**config.mk**
```make
export PLATFORM = sky130hd
export DESIGN_NAME = vdb_debouncer
export DESIGN_NICKNAME = d
export VERILOG_FILES = /design/src/rtl/vdb_pkg.sv /design/src/rtl/vdb_tick_gen.sv /design/src/rtl/vdb_sync.sv /design/src/rtl/vdb_flip_core.sv /design/src/rtl/vdb_debouncer.sv
export SDC_FILE = /design/constraint.sdc
export NUM_CORES = 1
export LEC_CHECK = 0
export ABC_AREA = 1
export BUFFER_PORTS_ARGS = -buffer_cell sky130_fd_sc_hd__buf_2
export CAP_MARGIN = 10
export CORE_MARGIN = 1
export CORE_UTILIZATION = 61
export CTS_CLUSTER_DIAMETER = 50
export DETAILED_ROUTE_END_ITERATION = 8
export PLACE_DENSITY = 0.81
export REMOVE_ABC_BUFFERS = 1
export SETUP_SLACK_MARGIN = 0.02
export SYNTH_ARGS = -nofsm -noshare
export SYNTH_HDL_FRONTEND = slang
export SYNTH_SLANG_ARGS = --single-unit
```
**constraint.sdc**
```tcl
create_clock -name clk -period 2.83 [get_ports clk]
set_input_delay 0.1415 -clock clk [delete_from_list [all_inputs] [get_ports clk]]
set_output_delay 0.1415 -clock clk [all_outputs]
set_load 0.02 [all_outputs]
```
**src/rtl/vdb_pkg.sv**
```systemverilog
package vdb_pkg;
   // Number of system clocks in one sample period
   function automatic int unsigned tick_div(input longint unsigned clk_hz,
                                            input longint unsigned tick_hz);
      return int'(clk_hz / tick_hz);
   endfunction

   // Bits needed to count one sample period
   function automatic int unsigned div_bits(input int unsigned div);
      return (div < 2) ? 1 : $clog2(div);
   endfunction
endpackage

```
**src/rtl/vdb_tick_gen.sv**
```systemverilog
module vdb_tick_gen #(
   parameter int unsigned DIV = 10
) (
   input  logic clk,
   input  logic rst,
   output logic tick
);
   localparam int unsigned CW = vdb_pkg::div_bits(DIV);
   localparam logic [CW-1:0] LAST = CW'(DIV - 1);

   logic [CW-1:0] cnt_q;

   always_ff @(posedge clk) begin
      if (rst) begin
         cnt_q <= '0;
         tick  <= 1'b0;
      end else if (cnt_q == LAST) begin
         cnt_q <= '0;
         tick  <= 1'b1;
      end else begin
         cnt_q <= cnt_q + 1'b1;
         tick  <= 1'b0;
      end
   end
endmodule

```
**src/rtl/vdb_sync.sv**
```systemverilog
module vdb_sync #(
   parameter int unsigned WIDTH  = 8,
   parameter int unsigned STAGES = 2
) (
   input  logic             clk,
   input  logic             rst,
   input  logic [WIDTH-1:0] d,
   output logic [WIDTH-1:0] q
);
   logic [WIDTH-1:0] stage_q [STAGES];

   for (genvar i = 0; i < STAGES; i++) begin : g_stage
      always_ff @(posedge clk) begin
         if (rst) stage_q[i] <= '0;
         else if (i == 0) stage_q[i] <= d;
         else stage_q[i] <= stage_q[(i == 0) ? 0 : i - 1];
      end
   end

   assign q = stage_q[STAGES-1];
endmodule

```
**src/rtl/vdb_flip_core.sv**
```systemverilog
module vdb_flip_core #(
   parameter int unsigned WIDTH = 8,
   parameter int unsigned DEPTH = 3
) (
   input  logic             clk,
   input  logic             rst,
   input  logic             tick,
   input  logic [WIDTH-1:0] smp,
   output logic [WIDTH-1:0] y,
   output logic [WIDTH-1:0] chg
);
   localparam int unsigned NPREV = DEPTH - 1;

   logic [WIDTH-1:0] prev_q [NPREV];
   logic [WIDTH-1:0] term   [DEPTH];
   logic [WIDTH-1:0] flip;

   // Stored history: prev_q[0] is the sample before the newest one
   for (genvar i = 0; i < NPREV; i++) begin : g_hist
      always_ff @(posedge clk) begin
         if (rst) prev_q[i] <= '0;
         else if (tick) begin
            if (i == 0) prev_q[i] <= smp;
            else prev_q[i] <= prev_q[(i == 0) ? 0 : i - 1];
         end
      end
   end

   // Disagreement chain, the new sample taken first
   assign term[0] = y ^ smp;
   for (genvar i = 1; i < DEPTH; i++) begin : g_term
      assign term[i] = term[i-1] & (y ^ prev_q[i-1]);
   end
   assign flip = term[DEPTH-1];

   always_ff @(posedge clk) begin
      if (rst) begin
         y   <= '0;
         chg <= '0;
      end else if (tick) begin
         y   <= y ^ flip;
         chg <= flip;
      end else begin
         chg <= '0;
      end
   end
endmodule

```
**src/rtl/vdb_debouncer.sv**
```systemverilog
module vdb_debouncer #(
   parameter int unsigned    WIDTH       = 8,
   parameter int unsigned    DEPTH       = 3,
   parameter int unsigned    SYNC_STAGES = 2,
   parameter longint unsigned CLK_HZ     = 50_000_000,
   parameter longint unsigned TICK_HZ    = 50
) (
   input  logic             clk,
   input  logic             rst,
   input  logic [WIDTH-1:0] raw_i,
   output logic [WIDTH-1:0] deb_o,
   output logic [WIDTH-1:0] chg_o
);
   localparam int unsigned DIV = vdb_pkg::tick_div(CLK_HZ, TICK_HZ);

   // parameter legality
   if (WIDTH < 1) begin : g_bad_width
      $error("vdb_debouncer: WIDTH must be at least 1");
   end
   if (DEPTH < 2) begin : g_bad_depth
      $error("vdb_debouncer: DEPTH must be at least 2");
   end
   if (SYNC_STAGES < 2) begin : g_bad_sync
      $error("vdb_debouncer: SYNC_STAGES must be at least 2");
   end
   if (TICK_HZ < 30 || TICK_HZ > 60) begin : g_bad_rate
      $error("vdb_debouncer: TICK_HZ must lie in 30..60");
   end
   if (DIV < 2) begin : g_bad_div
      $error("vdb_debouncer: CLK_HZ/TICK_HZ must be at least 2");
   end

   logic             tick_en;
   logic [WIDTH-1:0] smp_sync;

   vdb_tick_gen #(.DIV(DIV)) u_tick (
      .clk (clk),
      .rst (rst),
      .tick(tick_en)
   );

   vdb_sync #(.WIDTH(WIDTH), .STAGES(SYNC_STAGES)) u_sync (
      .clk(clk),
      .rst(rst),
      .d  (raw_i),
      .q  (smp_sync)
   );

   vdb_flip_core #(.WIDTH(WIDTH), .DEPTH(DEPTH)) u_core (
      .clk (clk),
      .rst (rst),
      .tick(tick_en),
      .smp (smp_sync),
      .y   (deb_o),
      .chg (chg_o)
   );
endmodule

```
* Word level (Yosys, flattened, before mapping)
Memory sizes are Yosys's and may differ from the RTL's.
Cells that the tools add are included.
** Cells by class
- Bitwise gates (word level) :: 11
- Reduce and logical (&&, ||, !) cells :: 2
- Equal/unequal tests :: 1
- $add $sub $neg :: 1
- Muxes and demuxes :: 11
** Operators with widths (count)
- $mux 8 :: 4
- $xor 8x8->8 :: 4
- $add 20x1->20 const B :: 1
- $eq 20x20->1 const B :: 1
- $and 8x8->8 :: 2
- $mux 1 :: 7
- $or 1x1->1 :: 4
- $reduce_or 2->1 :: 2
- $not 1->1 :: 1
** Storage, ports and cells
- Memory bits (writable) :: 32
- Bits in registers :: 37
- Output and inout port bits :: 16
- Memories kept :: 2
- Bits of input ports :: 10
** Memory list
- u_core.prev_q :: depth 2, bits a word 8, rd ports 2, clocked after Yosys merged registers in 0, wr ports 2, line vdb_flip_core.sv:14 : logic [WIDTH-1:0] prev_q [NPREV];
- u_sync.stage_q :: depth 2, bits a word 8, rd ports 2, clocked after Yosys merged registers in 0, wr ports 2, line vdb_sync.sv:10 : logic [WIDTH-1:0] stage_q [STAGES];

* Longest topological paths before layout
Gate-level depths: netlist of the first run.
- Depth after elaboration :: 4
- Gate-level depth with buffers :: 8

* Modules after synthesis
Synthesis of the first run repeated with hierarchy kept, for this count alone.
** Second synthesis, totals
- Cells, all modules :: 393
- Area total of the unflattened synthesis :: 3066.7 um^2
** Modules (own cells, without submodules)
- vdb_flip_core :: cells each 184, times used 1, area each 1501.4 um^2
- vdb_tick_gen :: cells each 159, times used 1, area each 1091.0 um^2
- vdb_sync :: cells each 50, times used 1, area each 474.2 um^2

* Worst setup path after synthesis of the first run
Ideal clock, no wire load.
- Path kind :: register to register
- Start point :: register u_tick.tick
- End point :: memory u_core.prev_q[0][0], enable pin
- Arrival time :: 1063 ps
- Setup slack :: 1395 ps
- Cell stages (with the launch flop) :: 4
- Period minus slack after synthesis :: 1435 ps
- Data required time :: 2458 ps
- Setup time :: 372 ps
- Cells stage by stage :: dfxtp_1 -> buf_2 -> clkinv_1 -> nand2_1
** RTL lines
- from (decl) :: line vdb_tick_gen.sv:6 : output logic tick
- from (signal assigned) :: line vdb_tick_gen.sv:16 : tick <= 1'b0;
- from (signal assigned) :: line vdb_tick_gen.sv:19 : tick <= 1'b1;
- from (signal assigned) :: line vdb_tick_gen.sv:22 : tick <= 1'b0;
- to (decl) :: line vdb_flip_core.sv:14

==> metrics.cfg, run 1 <==
[run_status]
status=completed

[clocking]
path_clk_slew_ns=0.07
insertion_delay_ns=0.34
tritoncts=built
cts_root_buf=clkbuf_8
htreeDepth=3
cts.sinks=69
clock_path_buffers=2
hold_buffers=5
cts_setup_buffers=0
cts_made_buffers=9
cts_resized=0

[routing]
wl_per_cell_um=12.4
antenna_left=0
drtIter0Drc=167
wl_um=5770
drc_errors=0
dr_wl_met3_um=297
wl_met2_um=2700
num_vias=2449
maxUsedRoutingLayer=met4
met1_length_um=2660
dr.pass1.iters=4
vias_per_cell=5.27

[logic_synthesis]
synth_cell_type_count=30
synthCells=374
yosys-top-cells-area=dfxtp_1 36%, edfxtp_1 16%, nor2_1 11%, inv_1 7.2%, nand2_1 7.2%
synth_top_area_share_pct=35.9
ys_warn_count=0
synth_seq_cells=69
syn_area_um2=2960
yosysTopAreaCell=dfxtp_1
syn_avg_cell_area_um2=7.91
seq_area_frac_synth_pct=52.1

[run]
drv_cap=0

[sta]
period_minus_slack_ns=1.75
worst_pin_slew_ns=0.694
rsz0062_at_grt=false
slew_viol_final=0
post-route-period-util_pct=61.8
fmax_mhz=572
slew-limit-headroom_pct=53.6
finClkSkew_ns=0.00978
tns_ns=0
hold_slack_ns=0.0121
setup_viol=0
hold_viol=0

[final_layout]
fin_nets=419
fin_area_um2=3370
synthToLayoutAreaGrowth_pct=14.0
multiInputGateArea_um2=1150
fin_util_pct=74.8
seq_area_um2=1540
nFillCells=347
drive_gt1_share_pct=13.1
diodes=0

[pwr]
cellPowerDensity_nw_per_um2=579
worst_ir_drop_vdd_uv=412
power.total_mw=1.95
leakagePower_nw=1.42

[die]
initial_core_util_pct=65.6
io_pins=26
core_um2=4500
num_rows=24
die_y_um=71.6
die-area_um2=5130
fp.dieW_um=71.6

[worst_hold_path]
holdCritPathClass=in2reg

[grt]
grt_pass1_vias=2315
globalRouteOverflowTotal=0
antenna_found_initial=0
grt_max_degree=26
grt_pass1_wl_um=9820
grt_usage_pct=25.3

[worst_setup_path]
worstSetupPathType=reg2reg
critPathSlowestCell=nand2_1
path_cells=buf_4 > clkinv_1 > nand2_1
cp.required_ns=2.80
worst_ep_arrival_time_ns=1.71
crit_buf_inv=2
cp_slowest_stage_delay_ns=0.59
cp-end-kind=register
worstPathMaxFanout=16
cp-start-kind=register
path_delay_family=simple AND/OR/NAND/NOR gates

[place]
post-dp-hpwl_um=3860
routabilityCongestion=0.834
io_buffer_count=25
dpl-instance-area_um2=3110

## through the flow
stage / setup WS (ns) / std cells
4_1_cts: 1.07 / 465
3_3_place_gp: 1.14 / 444
5_1_grt: 0.895 / 465
2_1_floorplan: 1.35 / 366
3_5_place_dp: 1.09 / 444
6_report: 1.08 / 465
## Yosys cell counts (all sizes together)
cell    count
nand2      61
xor2        5
o31ai       7
o21ai      21
dfxtp      53
a31oi       7
nand3      14
clkinv      1
xnor2       4
nor3        4
ha          1
nand3b      2
clkbuf      3
nand4       6
edfxtp     16
a21oi      15
nor2       90
buf         5
o21bai      1
inv        58
## worst reg2reg max path, stage by stage (launching register included)
cell and delay, ns:
dfxtp_1 0.32, buf_4 0.18, clkinv_1 0.29, nand2_1 0.59
## final cells by class
| cell class | count | area share, % |
|---|---|---|
| timing repair buffer | 31 | 5.42 |
| multi-input combinational | 238 | 34.2 |
| clock inverter | 5 | 2.23 |
| sequential | 69 | 45.7 |
| clock buffer | 11 | 3.90 |
| tap | 52 | 1.93 |
| inverter | 59 | 6.57 |
## power breakdown
group | leakage [nW] | total [mW] | switching (mW) | internal (mW)
registers | 0.594 | 1.04 | 0.0148 | 1.03
clock network | 0.107 | 0.849 | 0.357 | 0.493
logic | 0.722 | 0.0581 | 0.0371 | 0.0210
## path summary, 6_finish.rpt
kind                                             to                       startpoint  cells past startpoint  slack [ns]
setup / recovery  u_core.prev_q[0][0]$_SDFFCE_PN0P_           u_tick.tick$_SDFF_PP0_                      3        1.08
hold / removal      u_sync.stage_q[0][2]$_SDFF_PP0_                         raw_i[2]                      3        0.01
setup reg to reg  u_core.prev_q[0][0]$_SDFFCE_PN0P_           u_tick.tick$_SDFF_PP0_                      3        1.08
hold reg to reg     u_sync.stage_q[1][1]$_SDFF_PP0_  u_sync.stage_q[0][1]$_SDFF_PP0_                      2        0.40
## routing by layer
layer | GRT usage (%) | up-vias
li1 | - | 1249
met1 | 30.5 | 1116
met2 | 43.3 | 73
met3 | 5.06 | 11
met4 | 12.2 | 0
met5 | 0 | -
## layout by cell type (no fill, tap or decap), types with 3 or more instances in the layout
| cell type | instances |
|---|---|
| a31oi_1 | 7 |
| nand4_1 | 6 |
| nor2_1 | 84 |
| xor2_1 | 5 |
| nand2_2 | 3 |
| a21oi_1 | 14 |
| nand2_1 | 57 |
| clkbuf_8 | 9 |
| nor3_1 | 4 |
| clkinv_2 | 3 |
| xnor2_1 | 4 |
| o31ai_1 | 7 |
| inv_1 | 57 |
| buf_2 | 25 |
| o21ai_0 | 20 |
| edfxtp_1 | 16 |
| dlygate4sd3_1 | 5 |
| dfxtp_1 | 53 |
| nand3_1 | 12 |
| nor2_2 | 3 |
## kinds of logic (layout without fill, tap and decap cells)
family                   after synthesis  in the layout  synth area share, %
AND/OR/NAND/NOR                      177            177                 26.2
flip-flops                            69             69                 52.1
buffers and inverters                 67            106                 8.89
AO/OA/AOI/OAI                         51             51                 9.73
XOR/XNOR                               9              9                 2.67
adder cells (fa/ha/maj)                1              1                0.423
Note: power is estimated with default switching activity, not from simulation.
==> run 2: changes to the inputs <==
--- a/config.mk
+++ b/config.mk
@@ -5,14 +5,14 @@
 export SDC_FILE = /design/constraint.sdc
 export NUM_CORES = 1
 export LEC_CHECK = 0
-export ABC_AREA = 1
+export ABC_AREA = 0
 export BUFFER_PORTS_ARGS = -buffer_cell sky130_fd_sc_hd__buf_2
 export CAP_MARGIN = 10
 export CORE_MARGIN = 1
-export CORE_UTILIZATION = 61
+export CORE_UTILIZATION = 52
 export CTS_CLUSTER_DIAMETER = 50
 export DETAILED_ROUTE_END_ITERATION = 8
-export PLACE_DENSITY = 0.81
+export PLACE_DENSITY = 0.74
 export REMOVE_ABC_BUFFERS = 1
 export SETUP_SLACK_MARGIN = 0.02
 export SYNTH_ARGS = -nofsm -noshare
==> constraint.sdc (replaced) <==
create_clock -name clk -period 1.4 [get_ports clk]
set_input_delay 0.07 -clock clk [delete_from_list [all_inputs] [get_ports clk]]
set_output_delay 0.07 -clock clk [all_outputs]
set_load 0.02 [all_outputs]
==> metrics.cfg, run 2 <==
[run_status]
status=complete, but fails checks
failed_checks=negative setup slack

[sta]
worst_pin_slew_ns=0.500
setup_viol=15
hold_viol=0
fmax_mhz=677
finClkSkew_ns=0.00697
rsz0062_at_grt=true
slew_viol_final=0
slew-limit-headroom_pct=66.5
fin_ws_ns=-0.0769
period_minus_slack_ns=1.48
post-route-period-util_pct=105

[logic_synthesis]
ys_top_cells_by_count=53 x dfxtp_1, 24 x a21oi_1, 22 x nand2_1
synth-async-reset-ratio_pct=0
ys_warn_count=0
seq_area_frac_synth_pct=56.8
yosysTopAreaCell=dfxtp_1
synthCells=268
synth_seq_cells=69
synth_top_area_share_pct=39.1
yosys-top-cells-area=dfxtp_1 39%, edfxtp_1 18%, a21oi_1 4.4%, and2_1 4.4%, nor2b_1 3.9%
synth_cell_type_count=33
synth_edf_count=16
syn_area_um2=2710
synth_ff_type=dfxtp_1
synth_most_common_cell=dfxtp_1
syn_avg_cell_area_um2=10.1

[worst_setup_path]
r2r-start=u_tick.cnt_q[9]$_SDFF_PP0_
critPathSlowestCell=or4_4
cp_slowest_stage_delay_ns=0.52
worstSetupPathType=reg2reg
r2r_setup_slack_ns=-0.08
cp-end-kind=register
cp.required_ns=1.68
worst_ep_arrival_time_ns=1.75
reg2reg_to=u_tick.cnt_q[17]$_SDFF_PP0_
cp-start-kind=register
path_cells=and4_4 > nand4_4 > or4_4 > a21oi_2
worstPathMaxFanout=7
ff2ff_path_depth=4

[place]
routabilityCongestion=0.818
io_buffer_count=25
post-dp-hpwl_um=3550
pre_cts_ws_ns=-0.151

[pwr]
cellPowerDensity_nw_per_um2=1060
worst_ir_drop_vdd_uv=748
leakagePower_nw=1.38

[routing]
dr.pass1.iters=4
antenna_left=0
wl_um=5740
num_vias=2168
wl_per_cell_um=14.0
vias_per_cell=5.29
drtIter0Drc=85
drc_errors=0

[die]
io_pins=26
die_y_um=74.2
num_rows=25
initial_core_util_pct=55.6
fp.dieW_um=74.2
core_um2=4880
die-area_um2=5510

[final_layout]
fin_nets=350
drive_gt1_share_pct=30.3
multiInputGateArea_um2=1210
layout_commonest_cell=dfxtp_1
diodes=0
seq_area_um2=1550
synthToLayoutAreaGrowth_pct=30.1
nFillCells=369
fin_util_pct=72.3
most-common-layout-cells=46 x dfxtp_1, 34 x buf_4, 25 x buf_2

[run]
drv_cap=0

[clocking]
cts.sinks=69
htreeDepth=3
cts_root_buf=clkbuf_8
tritoncts=built
cts_made_buffers=9
clock_path_buffers=2
path_clk_slew_ns=0.07
insertion_delay_ns=0.35

[grt]
grt_pass1_vias=2007
antenna_found_initial=0
grt_max_degree=23
grt_pass1_wl_um=9230
globalRouteOverflowTotal=0
grt_usage_pct=22.8

[worst_hold_path]
holdPathStages=2
holdCritPathClass=in2reg
hold_path_startpoint=rst

run 2: cell count changes after synthesis, moves of 10 or more:
cell / delta
a21oi_1: +10
and2_1: +19
and3_1: +11
inv_1: -54
nand2_1: -35
nor2_1: -63
nor2b_1: +17
run 2: layout make-up:
class,instances,area share [%]
multi-input combinational,186,34.2
inverter,3,0.319
clock buffer,14,4.89
clock inverter,1,0.213
tap,67,2.38
sequential,69,44.0
timing repair buffer,70,14.0
run 2: critical path, delay by kind of cell, from the launching register on:
kind | cells | cell delay [ns]
simple gates | 3 | 0.94
flops | 1 | 0.33
compound gates | 1 | 0.14
run 2: cell families after synthesis:
logic type,Yosys count,synth area share (%)
flip-flops,69,56.8
adder cells (fa/ha/maj),1,0.461
buffers and inverters,13,2.17
AND/OR/NAND/NOR,134,29.1
XOR/XNOR,10,3.23
AO/OA/AOI/OAI,41,8.21
run 2: how the worst max path moves through the flow:
stage,start,to,slack (ns),cells past startpoint
after floorplan,u_tick.cnt_q[0]$_SDFF_PP0_,u_tick.cnt_q[10]$_SDFF_PP0_,-0.20,5
after global placement,u_tick.cnt_q[17]$_SDFF_PP0_,u_tick.cnt_q[18]$_SDFF_PP0_,-0.11,6
after detailed placement,u_tick.cnt_q[1]$_SDFF_PP0_,u_tick.cnt_q[18]$_SDFF_PP0_,-0.15,5
after CTS,u_tick.cnt_q[15]$_SDFF_PP0_,u_tick.cnt_q[19]$_SDFF_PP0_,-0.06,4
after global routing,u_tick.cnt_q[9]$_SDFF_PP0_,u_tick.cnt_q[16]$_SDFF_PP0_,-0.14,5
final,u_tick.cnt_q[9]$_SDFF_PP0_,u_tick.cnt_q[17]$_SDFF_PP0_,-0.08,4
run 2: per-layer routing:
layer | up-vias | track usage, % | share of wire [%]
met1 | 1024 | 28.6 | 45
met4 | 0 | 10.3 | 1.4
met5 | - | 0 | 0
met3 | 9 | 5.28 | 4.9
li1 | 1082 | - | -
met2 | 53 | 37.6 | 49
run 2: where the power goes:
group | internal, mW | leakage [nW] | switching (mW) | total (mW)
clock | 0.780 | 0.0888 | 0.693 | 1.47
sequential | 2.08 | 0.599 | 0.0307 | 2.11
combinational | 0.0784 | 0.688 | 0.0686 | 0.147
total | 2.94 | 1.38 | 0.793 | 3.73
run 2: metrics by stage:
step	std cells	TNS (ns)	power (mW)	hold WS (ns)	cell area, um2
6_report	410	-0.460	3.73	0.0347	3530
5_1_grt	410	-1.90	3.84	0.0481	3530
4_1_cts	408	-0.661	3.76	0.0164	3490
3_5_place_dp	382	-1.78	2.26	0.285	3110
3_3_place_gp	382	-1.85	2.26	0.279	3110
2_1_floorplan	258	-3.79	2.19	0.139	2670
run 2: repair_timing:
action / in CTS / in global routing
setup buffers: 1 / 2
hold endpoints to repair: 8 / 0
setup endpoints to repair: 36 / 20
pin swaps: 5 / 3
hold buffers: 8 / 0
resized for setup: 27 / 6
cloned: 2 / 0
